<file path="src/rtl/vidx_addr_seq.sv">
module vidx_addr_seq #(
  parameter int MAXVL = 64
) (
  input  logic                     clk,
  input  logic                     rst_n,
  input  logic                     start,
  input  logic [$clog2(MAXVL):0]   vl,
  input  logic [1:0]               src_ew,
  input  logic                     sext,
  input  logic                     imm_mode,
  input  logic [63:0]              imm,
  input  logic [63:0]              base,
  input  logic [1:0]               acc_size,
  output logic [$clog2(MAXVL)-1:0] offreg_idx,
  input  logic [63:0]              offreg_data,
  output logic                     busy,
  output logic                     done,
  output logic                     req_valid,
  input  logic                     req_ready,
  output logic [63:0]              req_addr,
  output logic [1:0]               req_size,
  input  logic                     rd_valid,
  input  logic [63:0]              rd_data,
  output logic                     out_valid,
  output logic [63:0]              out_data,
  output logic [$clog2(MAXVL)-1:0] out_idx
);
  localparam int RW  = $clog2(MAXVL);
  localparam int VLW = RW + 1;
  localparam int BW  = VLW + 3;

  typedef enum logic [1:0] {S_IDLE, S_REQ, S_WAIT, S_FIN} st_t;

  st_t            st;
  logic [VLW-1:0] src_i, dst_j, vl_q;
  logic [1:0]     ew_q, size_q;
  logic           se_q, im_q;
  logic [63:0]    imm_q, base_q;

  logic [BW-1:0]  byte_pos;
  logic [63:0]    lane, offs;

  assign byte_pos   = BW'(src_i) << ew_q;
  assign offreg_idx = RW'(byte_pos >> 3);
  assign lane       = offreg_data >> {byte_pos[2:0], 3'b000};

  always_comb begin
    case (ew_q)
      2'd0:    offs = {{56{se_q & lane[7]}},  lane[7:0]};
      2'd1:    offs = {{48{se_q & lane[15]}}, lane[15:0]};
      2'd2:    offs = {{32{se_q & lane[31]}}, lane[31:0]};
      default: offs = lane;
    endcase
  end

  assign req_addr  = base_q + (im_q ? imm_q : offs);
  assign req_size  = size_q;
  assign req_valid = (st == S_REQ);
  assign busy      = (st == S_REQ) || (st == S_WAIT);
  assign done      = (st == S_FIN);
  assign out_valid = (st == S_WAIT) && rd_valid;
  assign out_data  = rd_data;
  assign out_idx   = RW'(dst_j);

  always_ff @(posedge clk) begin
    if (!rst_n) begin
      st     <= S_IDLE;
      src_i  <= '0;
      dst_j  <= '0;
      vl_q   <= '0;
      ew_q   <= '0;
      size_q <= '0;
      se_q   <= 1'b0;
      im_q   <= 1'b0;
      imm_q  <= '0;
      base_q <= '0;
    end else begin
      case (st)
        S_IDLE: if (start) begin
          vl_q   <= vl;
          ew_q   <= src_ew;
          se_q   <= sext;
          im_q   <= imm_mode;
          imm_q  <= imm;
          base_q <= base;
          size_q <= acc_size;
          src_i  <= '0;
          dst_j  <= '0;
          st     <= (vl == '0) ? S_FIN : S_REQ;
        end
        S_REQ: if (req_ready) st <= S_WAIT;
        S_WAIT: if (rd_valid) begin
          src_i <= src_i + 1'b1;
          dst_j <= dst_j + 1'b1;
          st    <= (src_i + 1'b1 >= vl_q || dst_j + 1'b1 >= vl_q) ? S_FIN : S_REQ;
        end
        default: st <= S_IDLE;
      endcase
    end
  end

  a_r4_hold_req: assert property (@(posedge clk) disable iff (!rst_n)
    (req_valid && !req_ready) |=> (req_valid && $stable(req_addr)));

  a_r5_single_outstanding: assert property (@(posedge clk) disable iff (!rst_n)
    (req_valid && req_ready) |=> !req_valid);

  a_r3_index_lockstep: assert property (@(posedge clk) disable iff (!rst_n)
    busy |-> (src_i == dst_j && src_i < vl_q));

  a_r2_zero_length: assert property (@(posedge clk) disable iff (!rst_n)
    (st == S_IDLE && start && vl == '0) |=> (done && !req_valid));

  a_r11_done_after_last: assert property (@(posedge clk) disable iff (!rst_n)
    (out_valid && VLW'(out_idx) + 1'b1 == vl_q) |=> (done && !busy));

  a_r10_size_stable: assert property (@(posedge clk) disable iff (!rst_n)
    (req_valid && $past(req_valid)) |-> $stable(req_size));
endmodule

</file>
<file path="config.mk">
export PLATFORM = sky130hd
export DESIGN_NAME = vidx_addr_seq
export DESIGN_NICKNAME = d
export VERILOG_FILES = /design/src/rtl/vidx_addr_seq.sv
export SDC_FILE = /design/constraint.sdc
export NUM_CORES = 1
export LEC_CHECK = 0
export ABC_AREA = 1
export BUFFER_PORTS_ARGS = -buffer_cell sky130_fd_sc_hd__buf_2
export CORE_MARGIN = 2
export CORE_UTILIZATION = 53
export CTS_CLUSTER_DIAMETER = 150
export DETAILED_ROUTE_END_ITERATION = 12
export PLACE_DENSITY_LB_ADDON = 0.3
export SYNTH_ARGS = -nofsm -noshare
export SYNTH_HDL_FRONTEND = slang
export SYNTH_SLANG_ARGS = --single-unit
</file>
<file path="constraint.sdc">
create_clock -name clk -period 4.5 [get_ports clk]
set_input_delay 0.225 -clock clk [delete_from_list [all_inputs] [get_ports clk]]
set_output_delay 0.225 -clock clk [all_outputs]
set_load 0.01 [all_outputs]
</file>
==> results of run 1 <==
## cell type report
| type | count | area [um^2] | share of cell area, % |
|---|---|---|---|
| clock buffers | 17 | 425 | 2.51 |
| clock inverters | 15 | 228 | 1.34 |
| well taps | 330 | 413 | 2.44 |
| inverters | 186 | 711 | 4.19 |
| multi-input cells | 1749 | 9910 | 58.4 |
| repair buffers | 361 | 2120 | 12.5 |
| flip-flops and latches | 157 | 3150 | 18.6 |
## critical path, delay by kind of cell (launching register included)
kind                     cells  cell delay, ns
flip-flops                   1            0.36
XOR/XNOR                     1            0.24
AND/OR/NAND/NOR              7            0.77
buffers and inverters        3            0.55
AO/OA/AOI/OAI                7            1.62
adder cells (fa/ha/maj)      1            0.39
## cells by family after synthesis
family	count (synthesis)	synth area share (%)
xor gates and xnor gates	60	3.83
AOI/OAI and AO/OA	551	21.7
buffers and inverters	362	12.4
muxes	7	0.511
DFF	157	22.9
adders and majority gates	84	7.72
and+or+nand+nor	1046	30.9
## metal layers
| metal | global-route usage, % | vias up |
|---|---|---|
| met1 | 47.0 | 7488 |
| met5 | 0 | - |
| li1 | - | 7795 |
| met2 | 62.9 | 854 |
| met4 | 19.8 | 2 |
| met3 | 6.96 | 197 |
## what timing repair did
item	CTS	global route
setup endpoints to repair	44	43
pin swaps	5	30
cloned	1	1
buffers inserted	5	17
gates resized for setup	52	239
## power breakdown
part	total, mW	internal (mW)	switching, mW	leakage [nW]
Sequential	2.06	1.75	0.309	1.30
Combinational	7.39	2.65	4.74	6.47
Clock	1.60	0.793	0.807	0.315
## cells in the final DEF (no fill, tap or decap), types with 11 or more instances in the layout
| master | n |
|---|---|
| o21ai_1 | 44 |
| buf_2 | 290 |
| nor2_2 | 25 |
| ha_4 | 24 |
| inv_1 | 172 |
| ha_1 | 44 |
| dfxtp_1 | 153 |
| o21bai_1 | 12 |
| buf_4 | 57 |
| o21ai_0 | 255 |
| xor2_1 | 47 |
| nor3_1 | 12 |
| nand2_2 | 26 |
| clkbuf_16 | 17 |
| nor2_1 | 391 |
| nand2_1 | 432 |
| a21oi_2 | 34 |
| ha_2 | 15 |
| xnor2_1 | 11 |
| nand3_1 | 108 |
| a21oi_1 | 117 |
| o21ai_2 | 14 |
## sequential cells by signal, summed over array words and instances, names as in the netlist
name,flops
vl_q,7
st,2
se_q,1
src_i,7
ew_q,2
base_q,64
req_size,2
dst_j,7
imm_q,64
im_q,1
## through the flow
step                instance area, um^2  utilization (%)  setup WS [ns]  TNS, ns
CTS                               15800             62.5        0.00121        0
detailed placement                15000             59.1         -0.105   -0.303
global placement                  15000             59.1        -0.0350  -0.0626
finish                            17000             66.9         -0.116   -0.336
global route                      17000             66.9         -0.173    -2.01
floorplan                         13700                -          0.957        0
## path summary, 6_finish.rpt
path,depth (start not counted),slack (ns),to,start
min,3,0.02,base_q[50],base[50]
max reg2reg,7,1.83,base_q[6],st[1]
min reg2reg,2,0.48,imm_q[53],imm_q[53]
max,19,-0.12,req_addr[32],ew_q[0]
==> impl_metrics.ini, run 1 <==
[pwr]
p_leak_nw = 8.08
power_density_mw_per_mm2 = 652
power_mw = 11.1
vdd_drop_max_mv = 0.468

[run_status]
status = complete, but fails checks
violations = setup timing

[detailed_routing]
via_per_inst = 5.80
met3_length_um = 4930
drtIter0Drc = 1473
wl_met2_um = 24800
ant_nets = 0
drt-pass1-iter-count = 6
vias = 16336
wl_met1_um = 21900
routedWlPerCell_um = 19.5
drt-total-wl_um = 54800
highest_layer = met5
drc = 0

[place]
placedCellCount = 2759
port_buffers = 291
place_hpwl_um = 42700
routabilityCongestion = 1.10

[cts]
clk_latency_ns = 0.46
clk_path_buf_depth = 2
clk_pin_slew_ns = 0.09
numCtsBuffers = 17
ctsHoldBuffers = 0
cts_tree = built
numClockSinks = 157
root_buffer = clkbuf_16
h-tree-depth = 4

[floorplan]
dieArea_mm2 = 0.0272
io_pins = 420
die_h_um = 165
core_mm2 = 0.0253
start_util_pct = 54.1
core.rowCount = 58
chipWidth_um = 165

[sta]
finalClockSkew_ns = 0.0257
final_max_slew_viol_count = 0
fin_hold_ws_ns = 0.0186
hold_viol_final = 0
rsz0062_at_grt = yes
setup_violations = 4
finalCritPeriodShare_pct = 103
slew_headroom_pct = 42.6
worstMarginPinSlew_ns = 0.857
fmax_mhz = 217
period_minus_slack_ns = 4.62
fin_ws_ns = -0.116

[synthesis]
avgSynthCellArea_um2 = 6.05
synth_area_mm2 = 0.0137
ys_ff_latch = 157
synth_edf_count = 0
yosys.area.top_type_share_pct = 22.9
synth_common_cells = nand2_1 (452), nor2_1 (423), o21ai_0 (294), inv_1 (178), dfxtp_1 (157)
synth-seq-area-share_pct = 22.9
yosysWarningCount = 0
yosysMostFrequentCell = nand2_1
netlist_top_cells_area = dfxtp_1 (23%), nand2_1 (12%), nor2_1 (12%)
synthCells = 2267
synth_fp_nets = 2625
async_flop_share_pct = 0
yosysTopAreaCell = dfxtp_1
ys_types = 47
synth_ff_type = dfxtp_1

[worst_setup_path]
critPathMaxStageDelay_ns = 0.40
cp.arrival_ns = 4.39
start_kind = register
path_cells = nor2_4, buf_4, nand2_4, o21ai_1, nand2_1, nand3_2, nand4_4, buf_4, a31oi_2, ha_1, a21oi_1, o21ai_0, a21o_1, a21oi_1, o21ai_2, nand3_1, nand2_1, xor2_1, buf_2
critical_path.slowest_cell = a31oi_2
cp_max_fo = 7
crit_type = reg2out
setup.worst_path.end_class = primary output
required_ns = 4.28

[global_route]
grt_start_max_net_pins = 107
grt_antenna_before_repair = 2
grt_pass1_vias = 14644
track_usage_pct = 38.0
grt_remaining_overflow = 0
grt_pass1_wl_um = 78800

[finish]
num_antenna_cells = 0
syn_to_final_growth_pct = 23.6
drive_gt1_share_pct = 24.7
instances_no_fill = 2815
final_nets = 2830
fill_cells = 2309

[hold_path]
hold_path_class = in2reg

[job]
cap_violations = 0
(Power assumes the default switching activity.)
==> run 2: changes to the inputs <==
Settings changed: CORE_MARGIN 2 to default.
==> impl_metrics.ini, run 2 (synthesis gave the netlist of run 1 again) <==
[detailed_routing]
vias = 16803
ant_nets = 0
drt-pass1-iter-count = 6
routedWlPerCell_um = 19.9
drt-total-wl_um = 56300
wl_met2_um = 25800
highest_layer = met4
via_per_inst = 5.94
drc = 0
wl_met1_um = 22000
met3_length_um = 5260
drtIter0Drc = 1875

[cts]
clk_path_buf_depth = 2
cts_tree = built
numCtsBuffers = 17
numClockSinks = 157
clk_pin_slew_ns = 0.09
h-tree-depth = 4
clk_latency_ns = 0.45
root_buffer = clkbuf_16

[pwr]
p_sw_share_pct = 53.5
power_switching_mw = 5.94
power_mw = 11.1
power_density_mw_per_mm2 = 657
intPower_mw = 5.17
pwr-share-seq_pct = 18.6
vdd_drop_max_mv = 0.465
power_frac_comb_pct = 67.7
p_leak_nw = 8.18
clkPwrFrac_pct = 13.7

[place]
place_hpwl_um = 43100
port_buffers = 291
placed_cell_area_mm2 = 0.0149
pre_cts_ws_ns = -0.370
routabilityCongestion = 1.06

[sta]
fin_ws_ns = -0.0132
slew_headroom_pct = 32.8
period_minus_slack_ns = 4.51
finalClockSkew_ns = 0.0274
rsz0062_at_grt = yes
finalCritPeriodShare_pct = 100
setup_violations = 1
hold_viol_final = 0
worstMarginPinSlew_ns = 1.01
fmax_mhz = 222
final_max_slew_viol_count = 0
finalSetupTns_ns = -0.0132

[global_route]
track_usage_pct = 40.5
grt_pass1_vias = 15186
grt_antenna_before_repair = 0
grt_start_max_net_pins = 99
grt_remaining_overflow = 0
grt_pass1_wl_um = 82000

[finish]
drive_gt1_share_pct = 24.5
fill_cells = 2288
final_cell_mix = nand2_1 (433), nor2_1 (397), buf_2 (290), o21ai_0 (247), inv_1 (170)
final_nets = 2846
num_antenna_cells = 0
top_regs = base_q x64, imm_q x64
syn_to_final_growth_pct = 23.2
postLayoutCoreUtil_pct = 66.9
layout_commonest_cell = nand2_1
post-route-cell-area_mm2 = 0.0169

[floorplan]
dieArea_mm2 = 0.0265
chipWidth_um = 163
start_util_pct = 54.3
core.rowCount = 58
core_mm2 = 0.0253
io_pins = 420
die_h_um = 163

[worst_setup_path]
start_kind = register
setup.worst_path.end_class = primary output
crit_type = reg2out
cp.arrival_ns = 4.29
cp_max_fo = 14
required_ns = 4.28

[run_status]
violations = setup timing
status = complete, but fails checks

[hold_path]
hold_path_class = in2reg

[job]
cap_violations = 0
-- run 2: cell types whose count changed in the layout (fill, tap and decap cells not counted), sizes merged --
| cell | change |
|---|---|
| clkinv | +7 |
| bufbuf | -1 |
| inv | -7 |
| nand3 | +4 |
| buf | +13 |
-- run 2: layout make-up --
| cell class | instances | area (um^2) | share of cell area, % |
|---|---|---|---|
| timing repair buffer | 373 | 2200 | 13.0 |
| clock inverter | 15 | 191 | 1.13 |
| multi-input combinational | 1753 | 9800 | 58.0 |
| inverter | 186 | 714 | 4.23 |
| tap | 330 | 413 | 2.44 |
| clock buffer | 17 | 425 | 2.52 |
| sequential | 157 | 3150 | 18.7 |
-- run 2: worst paths after layout --
| path | startpoint | end | slack (ns) | depth (start not counted) |
|---|---|---|---|---|
| worst min-delay path | base[48] | base_q[48] | 0.01 | 3 |
| worst max register to register | st[0] | base_q[12] | 1.26 | 7 |
| worst min register to register | src_i[5] | src_i[5] | 0.48 | 2 |
| worst max-delay path | ew_q[0] | req_addr[35] | -0.01 | 25 |
-- run 2: through the flow --
stage / hold slack, ns / instances
6_report: 0.0122 / 2831
5_1_grt: 0.0310 / 2831
4_1_cts: 0.0178 / 2795
3_5_place_dp: 0.450 / 2751
3_3_place_gp: 0.450 / 2751
2_1_floorplan: 0.392 / 2267
-- run 2: worst max-delay path, cell delays in order, from the launching register on --
cell and delay [ns]:
dfxtp_4 0.38, nor2_4 0.20, buf_4 0.16, nand2_4 0.08, nand2_1 0.12, nand3_1 0.09
nand3_1 0.17, nand3_4 0.14, nand2_2 0.12, nor2_4 0.05, buf_12 0.17, nand2_1 0.05
o21ai_0 0.08, inv_1 0.17, ha_2 0.34, nand2_1 0.13, nor2_2 0.06, inv_1 0.14
nor2_1 0.07, nor2_1 0.15, o21ai_2 0.08, a21o_1 0.20, buf_4 0.15, a21oi_2 0.16
xor2_2 0.21, buf_2 0.17
-- run 2: per-layer routing --
metal  vias to the layer above  global-route usage, %
li1                       7847                      -
met1                      7743                   49.7
met2                      1004                   67.6
met3                       209                   6.65
met4                         0                   21.4
met5                         -                      0
-- run 2: power by group through the flow --
stage | registers [mW] | logic, mW | clock network [mW]
detailed placement | 2.05 | 6.32 | 0
finish | 2.06 | 7.52 | 1.52
global route | 2.09 | 7.98 | 1.57
CTS | 2.03 | 6.58 | 1.51
floorplan | 1.94 | 4.04 | 0
global placement | 2.04 | 6.29 | 0
-- run 2: what timing repair did --
item                                    CTS  global route
pin swaps                                 9            33
resized for setup                        70           198
gates cloned                              2             4
hold buffers                              0             0
setup buffers                            10            32
endpoints found under the setup margin   47            46
